[src/rtl/acc_alu_pkg.sv]
package acc_alu_pkg;

  localparam int INSN_W = 14;
  localparam int DATA_W = 8;
  localparam int ADDR_W = 7;
  localparam int OPC_W  = 6;
  localparam int NIB_W  = DATA_W / 2;
  localparam int BIT_W  = $clog2(DATA_W);

  typedef enum logic [4:0] {
    K_NONE, K_ADD, K_SUB, K_INC, K_DEC, K_INCSZ, K_DECSZ,
    K_AND, K_IOR, K_XOR, K_COM, K_RRC, K_RLC, K_SWAP,
    K_MOVF, K_CLR, K_STW, K_LDI, K_BCLR, K_BSET, K_BTC, K_BTS
  } op_kind_e;

  typedef struct packed {
    op_kind_e         kind;
    logic             use_imm;
    logic             to_w;
    logic             to_f;
    logic             upd_c;
    logic             upd_hc;
    logic             upd_z;
    logic [BIT_W-1:0] bitsel;
  } dec_t;

  // Returns {carry out of top bit, carry out of low nibble, sum}.
  function automatic logic [DATA_W+1:0] add_split(
    input logic [DATA_W-1:0] a,
    input logic [DATA_W-1:0] b,
    input logic              cin
  );
    logic [NIB_W:0]          lo;
    logic [DATA_W-NIB_W:0]   hi;
    lo = {1'b0, a[NIB_W-1:0]} + {1'b0, b[NIB_W-1:0]} + {{NIB_W{1'b0}}, cin};
    hi = {1'b0, a[DATA_W-1:NIB_W]} + {1'b0, b[DATA_W-1:NIB_W]}
         + {{(DATA_W-NIB_W){1'b0}}, lo[NIB_W]};
    return {hi[DATA_W-NIB_W], lo[NIB_W], hi[DATA_W-NIB_W-1:0], lo[NIB_W-1:0]};
  endfunction

  function automatic logic [DATA_W-1:0] swap_nib(input logic [DATA_W-1:0] a);
    return {a[NIB_W-1:0], a[DATA_W-1:NIB_W]};
  endfunction

endpackage

[src/rtl/acc_alu_decode.sv]
module acc_alu_decode
  import acc_alu_pkg::*;
(
  input  logic [INSN_W-1:ADDR_W] op_hi,
  output dec_t                   dec
);
  localparam int TOP = INSN_W - 1;

  logic [OPC_W-1:0] opc;
  logic             dst;
  logic             reg_dst;

  assign opc = op_hi[TOP:ADDR_W+1];
  assign dst = op_hi[ADDR_W];

  always_comb begin
    dec         = '0;
    dec.kind    = K_NONE;
    dec.bitsel  = op_hi[ADDR_W+BIT_W-1:ADDR_W];
    reg_dst     = 1'b0;
    if (op_hi[TOP:TOP-1] == 2'b00) begin
      unique case (op_hi[TOP-2:TOP-3])
        2'b00:   begin dec.kind = K_BCLR; dec.to_f = 1'b1; end
        2'b10:   begin dec.kind = K_BSET; dec.to_f = 1'b1; end
        2'b01:   dec.kind = K_BTC;
        default: dec.kind = K_BTS;
      endcase
    end else begin
      case (opc)
        6'b011011: begin dec.kind = K_ADD;   reg_dst = 1'b1;
                         dec.upd_c = 1'b1; dec.upd_hc = 1'b1; dec.upd_z = 1'b1; end
        6'b011100: begin dec.kind = K_SUB;   reg_dst = 1'b1;
                         dec.upd_c = 1'b1; dec.upd_hc = 1'b1; dec.upd_z = 1'b1; end
        6'b011001: begin dec.kind = K_INC;   reg_dst = 1'b1; dec.upd_z = 1'b1; end
        6'b011010: begin dec.kind = K_INCSZ; reg_dst = 1'b1; end
        6'b011101: begin dec.kind = K_DEC;   reg_dst = 1'b1; dec.upd_z = 1'b1; end
        6'b011110: begin dec.kind = K_DECSZ; reg_dst = 1'b1; end
        6'b010010: begin dec.kind = K_AND;   reg_dst = 1'b1; dec.upd_z = 1'b1; end
        6'b010011: begin dec.kind = K_IOR;   reg_dst = 1'b1; dec.upd_z = 1'b1; end
        6'b010100: begin dec.kind = K_XOR;   reg_dst = 1'b1; dec.upd_z = 1'b1; end
        6'b011111: begin dec.kind = K_COM;   reg_dst = 1'b1; dec.upd_z = 1'b1; end
        6'b010110: begin dec.kind = K_RRC;   reg_dst = 1'b1; dec.upd_c = 1'b1; end
        6'b010101: begin dec.kind = K_RLC;   reg_dst = 1'b1; dec.upd_c = 1'b1; end
        6'b010111: begin dec.kind = K_SWAP;  reg_dst = 1'b1; end
        6'b011000: begin dec.kind = K_MOVF;  reg_dst = 1'b1; dec.upd_z = 1'b1; end
        6'b010001: begin
          dec.to_f = 1'b1;
          if (dst) dec.kind = K_STW;
          else begin dec.kind = K_CLR; dec.upd_z = 1'b1; end
        end
        6'b010000: begin
          if (dst) begin dec.kind = K_CLR; dec.to_w = 1'b1; dec.upd_z = 1'b1; end
        end
        6'b110111: begin dec.kind = K_ADD; dec.use_imm = 1'b1; dec.to_w = 1'b1;
                         dec.upd_c = 1'b1; dec.upd_hc = 1'b1; dec.upd_z = 1'b1; end
        6'b111000: begin dec.kind = K_SUB; dec.use_imm = 1'b1; dec.to_w = 1'b1;
                         dec.upd_c = 1'b1; dec.upd_hc = 1'b1; dec.upd_z = 1'b1; end
        6'b110100: begin dec.kind = K_AND; dec.use_imm = 1'b1; dec.to_w = 1'b1;
                         dec.upd_z = 1'b1; end
        6'b110101: begin dec.kind = K_IOR; dec.use_imm = 1'b1; dec.to_w = 1'b1;
                         dec.upd_z = 1'b1; end
        6'b110110: begin dec.kind = K_XOR; dec.use_imm = 1'b1; dec.to_w = 1'b1;
                         dec.upd_z = 1'b1; end
        6'b111010: begin dec.kind = K_LDI; dec.use_imm = 1'b1; dec.to_w = 1'b1; end
        default:   dec.kind = K_NONE;
      endcase
      if (reg_dst) begin
        dec.to_w = ~dst;
        dec.to_f = dst;
      end
    end
  end

endmodule

[src/rtl/acc_alu_datapath.sv]
module acc_alu_datapath
  import acc_alu_pkg::*;
(
  input  op_kind_e          kind,
  input  logic [BIT_W-1:0]  bitsel,
  input  logic [DATA_W-1:0] w_val,
  input  logic [DATA_W-1:0] opnd,
  input  logic              c_in,
  output logic [DATA_W-1:0] res,
  output logic              c_new,
  output logic              hc_new,
  output logic              bit_hit
);
  logic [DATA_W-1:0] mask;
  logic [DATA_W+1:0] sum_add;
  logic [DATA_W+1:0] sum_sub;

  for (genvar i = 0; i < DATA_W; i++) begin : g_mask
    assign mask[i] = (bitsel == BIT_W'(i));
  end

  assign sum_add = add_split(opnd, w_val, 1'b0);
  assign sum_sub = add_split(opnd, ~w_val, 1'b1);
  assign bit_hit = |(opnd & mask);

  always_comb begin
    res    = opnd;
    c_new  = c_in;
    hc_new = 1'b0;
    case (kind)
      K_ADD:           {c_new, hc_new, res} = sum_add;
      K_SUB:           {c_new, hc_new, res} = sum_sub;
      K_INC, K_INCSZ:  res = opnd + 1'b1;
      K_DEC, K_DECSZ:  res = opnd - 1'b1;
      K_AND:           res = opnd & w_val;
      K_IOR:           res = opnd | w_val;
      K_XOR:           res = opnd ^ w_val;
      K_COM:           res = ~opnd;
      K_RRC:           begin res = {c_in, opnd[DATA_W-1:1]}; c_new = opnd[0]; end
      K_RLC:           begin res = {opnd[DATA_W-2:0], c_in}; c_new = opnd[DATA_W-1]; end
      K_SWAP:          res = swap_nib(opnd);
      K_CLR:           res = '0;
      K_STW:           res = w_val;
      K_BCLR:          res = opnd & ~mask;
      K_BSET:          res = opnd | mask;
      default:         res = opnd;
    endcase
  end

endmodule

[src/rtl/acc_alu_cond.sv]
module acc_alu_cond
  import acc_alu_pkg::*;
(
  input  dec_t              dec,
  input  logic [DATA_W-1:0] res,
  input  logic              c_new,
  input  logic              hc_new,
  input  logic              bit_hit,
  input  logic              c_in,
  input  logic              hc_in,
  input  logic              z_in,
  output logic              c_o,
  output logic              hc_o,
  output logic              z_o,
  output logic              res_zero,
  output logic              skip_o
);
  assign res_zero = (res == '0);
  assign c_o  = dec.upd_c  ? c_new    : c_in;
  assign hc_o = dec.upd_hc ? hc_new   : hc_in;
  assign z_o  = dec.upd_z  ? res_zero : z_in;

  always_comb begin
    case (dec.kind)
      K_INCSZ, K_DECSZ: skip_o = res_zero;
      K_BTC:            skip_o = ~bit_hit;
      K_BTS:            skip_o = bit_hit;
      default:          skip_o = 1'b0;
    endcase
  end

endmodule

[src/rtl/acc_alu.sv]
module acc_alu
  import acc_alu_pkg::*;
(
  input  logic              clk,
  input  logic              rst_n,
  input  logic              in_valid,
  input  logic [INSN_W-1:0] instr,
  input  logic [DATA_W-1:0] w_in,
  input  logic [DATA_W-1:0] f_in,
  input  logic              c_in,
  input  logic              hc_in,
  input  logic              z_in,
  output logic              out_valid,
  output logic [DATA_W-1:0] result,
  output logic [ADDR_W-1:0] f_addr,
  output logic              wr_w,
  output logic              wr_f,
  output logic              c_out,
  output logic              hc_out,
  output logic              z_out,
  output logic              skip
);
  dec_t              dec;
  logic [DATA_W-1:0] opnd;
  logic [DATA_W-1:0] res_c;
  logic              c_new, hc_new, bit_hit;
  logic              c_nx, hc_nx, z_nx;
  logic              res_zero;
  logic              skip_req;

  acc_alu_decode u_dec (
    .op_hi (instr[INSN_W-1:ADDR_W]),
    .dec   (dec)
  );

  assign opnd = dec.use_imm ? instr[DATA_W-1:0] : f_in;

  acc_alu_datapath u_dp (
    .kind    (dec.kind),
    .bitsel  (dec.bitsel),
    .w_val   (w_in),
    .opnd    (opnd),
    .c_in    (c_in),
    .res     (res_c),
    .c_new   (c_new),
    .hc_new  (hc_new),
    .bit_hit (bit_hit)
  );

  acc_alu_cond u_cond (
    .dec      (dec),
    .res      (res_c),
    .c_new    (c_new),
    .hc_new   (hc_new),
    .bit_hit  (bit_hit),
    .c_in     (c_in),
    .hc_in    (hc_in),
    .z_in     (z_in),
    .c_o      (c_nx),
    .hc_o     (hc_nx),
    .z_o      (z_nx),
    .res_zero (res_zero),
    .skip_o   (skip_req)
  );

  always_ff @(posedge clk or negedge rst_n) begin
    if (!rst_n) begin
      out_valid <= 1'b0;
      result    <= '0;
      f_addr    <= '0;
      wr_w      <= 1'b0;
      wr_f      <= 1'b0;
      c_out     <= 1'b0;
      hc_out    <= 1'b0;
      z_out     <= 1'b0;
      skip      <= 1'b0;
    end else begin
      out_valid <= in_valid;
      wr_w      <= in_valid & dec.to_w;
      wr_f      <= in_valid & dec.to_f;
      skip      <= in_valid & skip_req;
      if (in_valid) begin
        result <= res_c;
        f_addr <= instr[ADDR_W-1:0];
        c_out  <= c_nx;
        hc_out <= hc_nx;
        z_out  <= z_nx;
      end
    end
  end

endmodule

[config.mk]
export PLATFORM = sky130hd
export DESIGN_NAME = acc_alu
export DESIGN_NICKNAME = d
export VERILOG_FILES = /design/src/rtl/acc_alu_pkg.sv /design/src/rtl/acc_alu_decode.sv /design/src/rtl/acc_alu_datapath.sv /design/src/rtl/acc_alu_cond.sv /design/src/rtl/acc_alu.sv
export SDC_FILE = /design/constraint.sdc
export NUM_CORES = 1
export LEC_CHECK = 0
export BUFFER_PORTS_ARGS = -buffer_cell sky130_fd_sc_hd__buf_2
export CELL_PAD_IN_SITES_DETAIL_PLACEMENT = 0
export CELL_PAD_IN_SITES_GLOBAL_PLACEMENT = 2
export CORE_MARGIN = 3
export CORE_UTILIZATION = 33
export DETAILED_ROUTE_END_ITERATION = 6
export HOLD_SLACK_MARGIN = 0.03
export MAX_ROUTING_LAYER = met4
export PLACE_DENSITY = 0.87
export SLEW_MARGIN = 40
export SYNTH_ARGS = -nofsm -noshare
export SYNTH_HDL_FRONTEND = slang
export SYNTH_SLANG_ARGS = --single-unit
[constraint.sdc]
create_clock -name clk -period 1.1 [get_ports clk]
set_clock_uncertainty 0.1 [all_clocks]
set_input_delay 0.055 -clock clk [delete_from_list [all_inputs] [get_ports clk]]
set_output_delay 0.055 -clock clk [all_outputs]
set_load 0.1 [all_outputs]
==> flow_metrics.tcl <==
set metrics [dict create \
    status "finished, violations left" \
    violations "negative setup slack" \
    critPathLaunchType "primary input" \
    synth_xor_area_share_pct 3.62 \
    grt_pass1_vias 4392 \
    placed_area_sq_um 5260 \
    clock-root-buffer "clkbuf_8" \
    viasPerCell 5.80 \
    dp_slack_ns -3.01 \
    synth-edff-count 0 \
    cts_max_level 1 \
    initial_utilization_pct 34.4 \
    use_met3_pct 2.40 \
    drive_above_1_share_pct 51.2 \
    final_nets 713 \
    numCtsBuffers 3 \
    synth_area_per_cell_sq_um 7.76 \
    synth_top_family_by_area "compound AO/OA/AOI/OAI gates" \
    synthAdderAreaFrac_pct 12.3 \
    cp-end-kind "flop" \
    die_h_microns 107 \
    hold_path.class "primary input to flop" \
    critPathArrivalTime_ns 3.75 \
    r2r_slack_ns -0.01 \
    max_freq_ghz 0.272 \
    synthTopCellsByArea "dfrtp_1 16%, ha_1 8.1%, a21oi_1 5.2%, nor2_1 4.3%, fa_1 4.1%" \
    final_max_slew_viol_count 0 \
    setup_violations 13 \
    synth_common_cells "39 x nor2_1, 35 x a21oi_1, 32 x nand2_1" \
    io_buffers 57 \
    antenna_found_initial 0 \
    synth.most_common_cell "nor2_1" \
    critPathMaxFanout 4 \
    fin_crit_sh_pct 334 \
    synth_top_area_share_pct 16.2 \
    synth-compound-area-share_pct 30.6 \
    grtUsageMet2_pct 41.6 \
    ioPinCount 58 \
    synth_flop_cell "dfrtp_1" \
    top_usage_layer "met2" \
    cts_tree "built" \
    syn-cell-area_sq_um 3390 \
    grt-ovfl-total 0 \
    drc 0 \
    critical_path_class "primary input to flop" \
    drt_wl_total_microns 15000 \
    drv_cap 0 \
    drt-initial-drc-count 528 \
    area_growth_pct 78.2 \
    hold_viol 0 \
    yosysSeqAreaShare_pct 16.2 \
    syn-instance-count 437 \
    synth_largest_area_cell "dfrtp_1" \
    synth.mux.area_fraction_pct 6.72 \
    yosysWarnings 0 \
    clkLatencyLatePin_ns 0.26 \
    fp.dieW_microns 107 \
    grt_pass1_wl_microns 23100 \
    grt_max_degree 30 \
    maxSlewHeadroom_pct 43.9 \
    core_sq_um 9860 \
    required_ns 1.17 \
    async_reset_ff_share_pct 100 \
    ant_nets 0 \
    detail_route.wl_per_cell_microns 19.2 \
    finish.instance_area_sq_um 6040 \
    ir_drop_mv 0.640 \
    synth-simple-area-share_pct 23.9 \
    globalplace.congestion 1.07 \
    ys_seq_elements 22 \
    hpwl_microns 11400 \
    syn-num-nets 502 \
    yosysUniqueCellTypes 75 \
    antenna_cells 0 \
    rsz0062_at_grt "yes" \
    worst_slack_ns -2.58 \
    route.vias.total 4524 \
    period_minus_slack_ns 3.68 \
    setup-tns-final_ns -24.60 \
    whs_ns 0.120 \
    clkSlewWorstSetupHoldPaths_ns 0.07 \
    die-area_sq_um 11500 \
    clock-sinks 22 \
    clk_path_buf_depth 2 \
    grt_util_met1_pct 34.1 \
    worst_pin_slew_ns 0.836 \
    leakage_nw 2.69 \
    track_usage_pct 25.7 \
    std_cell_rows 36 \
    drt_pass1_iterations 5 \
    p_per_area_nw_per_um2 846 \
]
[routing by layer]
metal  up-vias  wire length [microns]
met5         -                      0
met4         0                    675
met3        57                   1090
met2       230                   7150
met1      2171                   6050
li1       2066                      -
[timing repair]
item / in CTS / in global routing
hold endpoints to repair: 30 / 0
setup endpoints to repair: 15 / 21
gates resized for setup: 42 / 73
pin swaps: 25 / 39
cloned: 0 / 1
hold buffers: 9 / 0
buffers inserted: 5 / 15
[final cells by class]
cell class | instances | area, sq um
Multi-Input combinational cell | 361 | 3020
Sequential cell | 22 | 577
Inverter | 29 | 115
Tap cell | 133 | 166
Timing Repair Buffer | 231 | 2110
Fill cell | 824 | 3820
Clock buffer | 4 | 55.1
[flip-flops by register name, indices dropped and copies added, names as in the netlist]
register	cells
c_out	1
wr_w	1
hc_out	1
z_out	1
out_valid	1
skip	1
f_addr	7
wr_f	1
result	8
[per-stage QoR]
| step | cells | util, % | power, mW |
|---|---|---|---|
| after global placement | 749 | 53.3 | 4.05 |
| after floorplan | 437 | - | 2.77 |
| after CTS | 767 | 57.0 | 4.83 |
| final | 780 | 61.3 | 5.11 |
| after global routing | 780 | 61.3 | 5.35 |
| after detailed placement | 749 | 53.3 | 4.10 |
[cell families (layout without fill, tap and decap cells)]
| family | count (synthesis) | in the layout |
|---|---|---|
| AOI/OAI and AO/OA | 148 | 148 |
| xor gates and xnor gates | 14 | 14 |
| adders and majority gates | 29 | 29 |
| buffers and inverters | 54 | 264 |
| DFF | 22 | 22 |
| muxes | 20 | 20 |
| and+or+nand+nor | 150 | 150 |
[where the power goes]
| group | switching, mW | internal, mW |
|---|---|---|
| Combinational | 1.95 | 1.56 |
| Sequential | 0.113 | 0.925 |
| Clock | 0.242 | 0.319 |
| Total | 2.31 | 2.81 |
[worst paths after layout]
| kind | start | to | cells after the start |
|---|---|---|---|
| setup / recovery | instr[11] | z_out$_DFFE_PN0P_ | 18 |
| hold / removal | instr[12] | wr_w$_DFF_PN0_ | 4 |
| setup reg to reg | z_out$_DFFE_PN0P_ | z_out$_DFFE_PN0P_ | 3 |
| hold reg to reg | result[2]$_DFFE_PN0P_ | result[2]$_DFFE_PN0P_ | 1 |
| max in group asynchronous | rst_n | f_addr[0]$_DFFE_PN0P_ | 2 |
| min in group asynchronous | rst_n | result[2]$_DFFE_PN0P_ | 2 |
[layout by cell type, fill, tap and decap left out, types with 7 or more instances in the layout]
| cell type | instances |
|---|---|
| buf_2 | 31 |
| buf_12 | 25 |
| a31oi_1 | 9 |
| nand4_1 | 8 |
| mux2_2 | 8 |
| dfrtp_4 | 7 |
| inv_1 | 20 |
| a21oi_1 | 23 |
| buf_4 | 143 |
| o22ai_1 | 8 |
| xnor2_1 | 10 |
| a21oi_2 | 13 |
| ha_1 | 17 |
| dlygate4sd3_1 | 9 |
| nor3_1 | 10 |
| dfrtp_1 | 15 |
| buf_6 | 17 |
| nand2_1 | 31 |
| o21ai_0 | 15 |
| nand2b_1 | 9 |
| a21o_1 | 9 |
| nor2_1 | 34 |
[critical path: stages]
cell	delay [ns]
buf_8	0.11
nor3b_4	0.15
buf_6	0.12
o21ai_4	0.22
mux2_4	0.36
fa_2	0.37
a21o_1	0.17
a21o_1	0.18
fa_2	0.37
fa_2	0.42
nand2_1	0.08
o221ai_2	0.10
a21oi_1	0.16
o2111ai_2	0.15
nor4_2	0.23
buf_4	0.20
nand3_4	0.09
o31ai_2	0.23
Power figures use the tool's default switching activity.
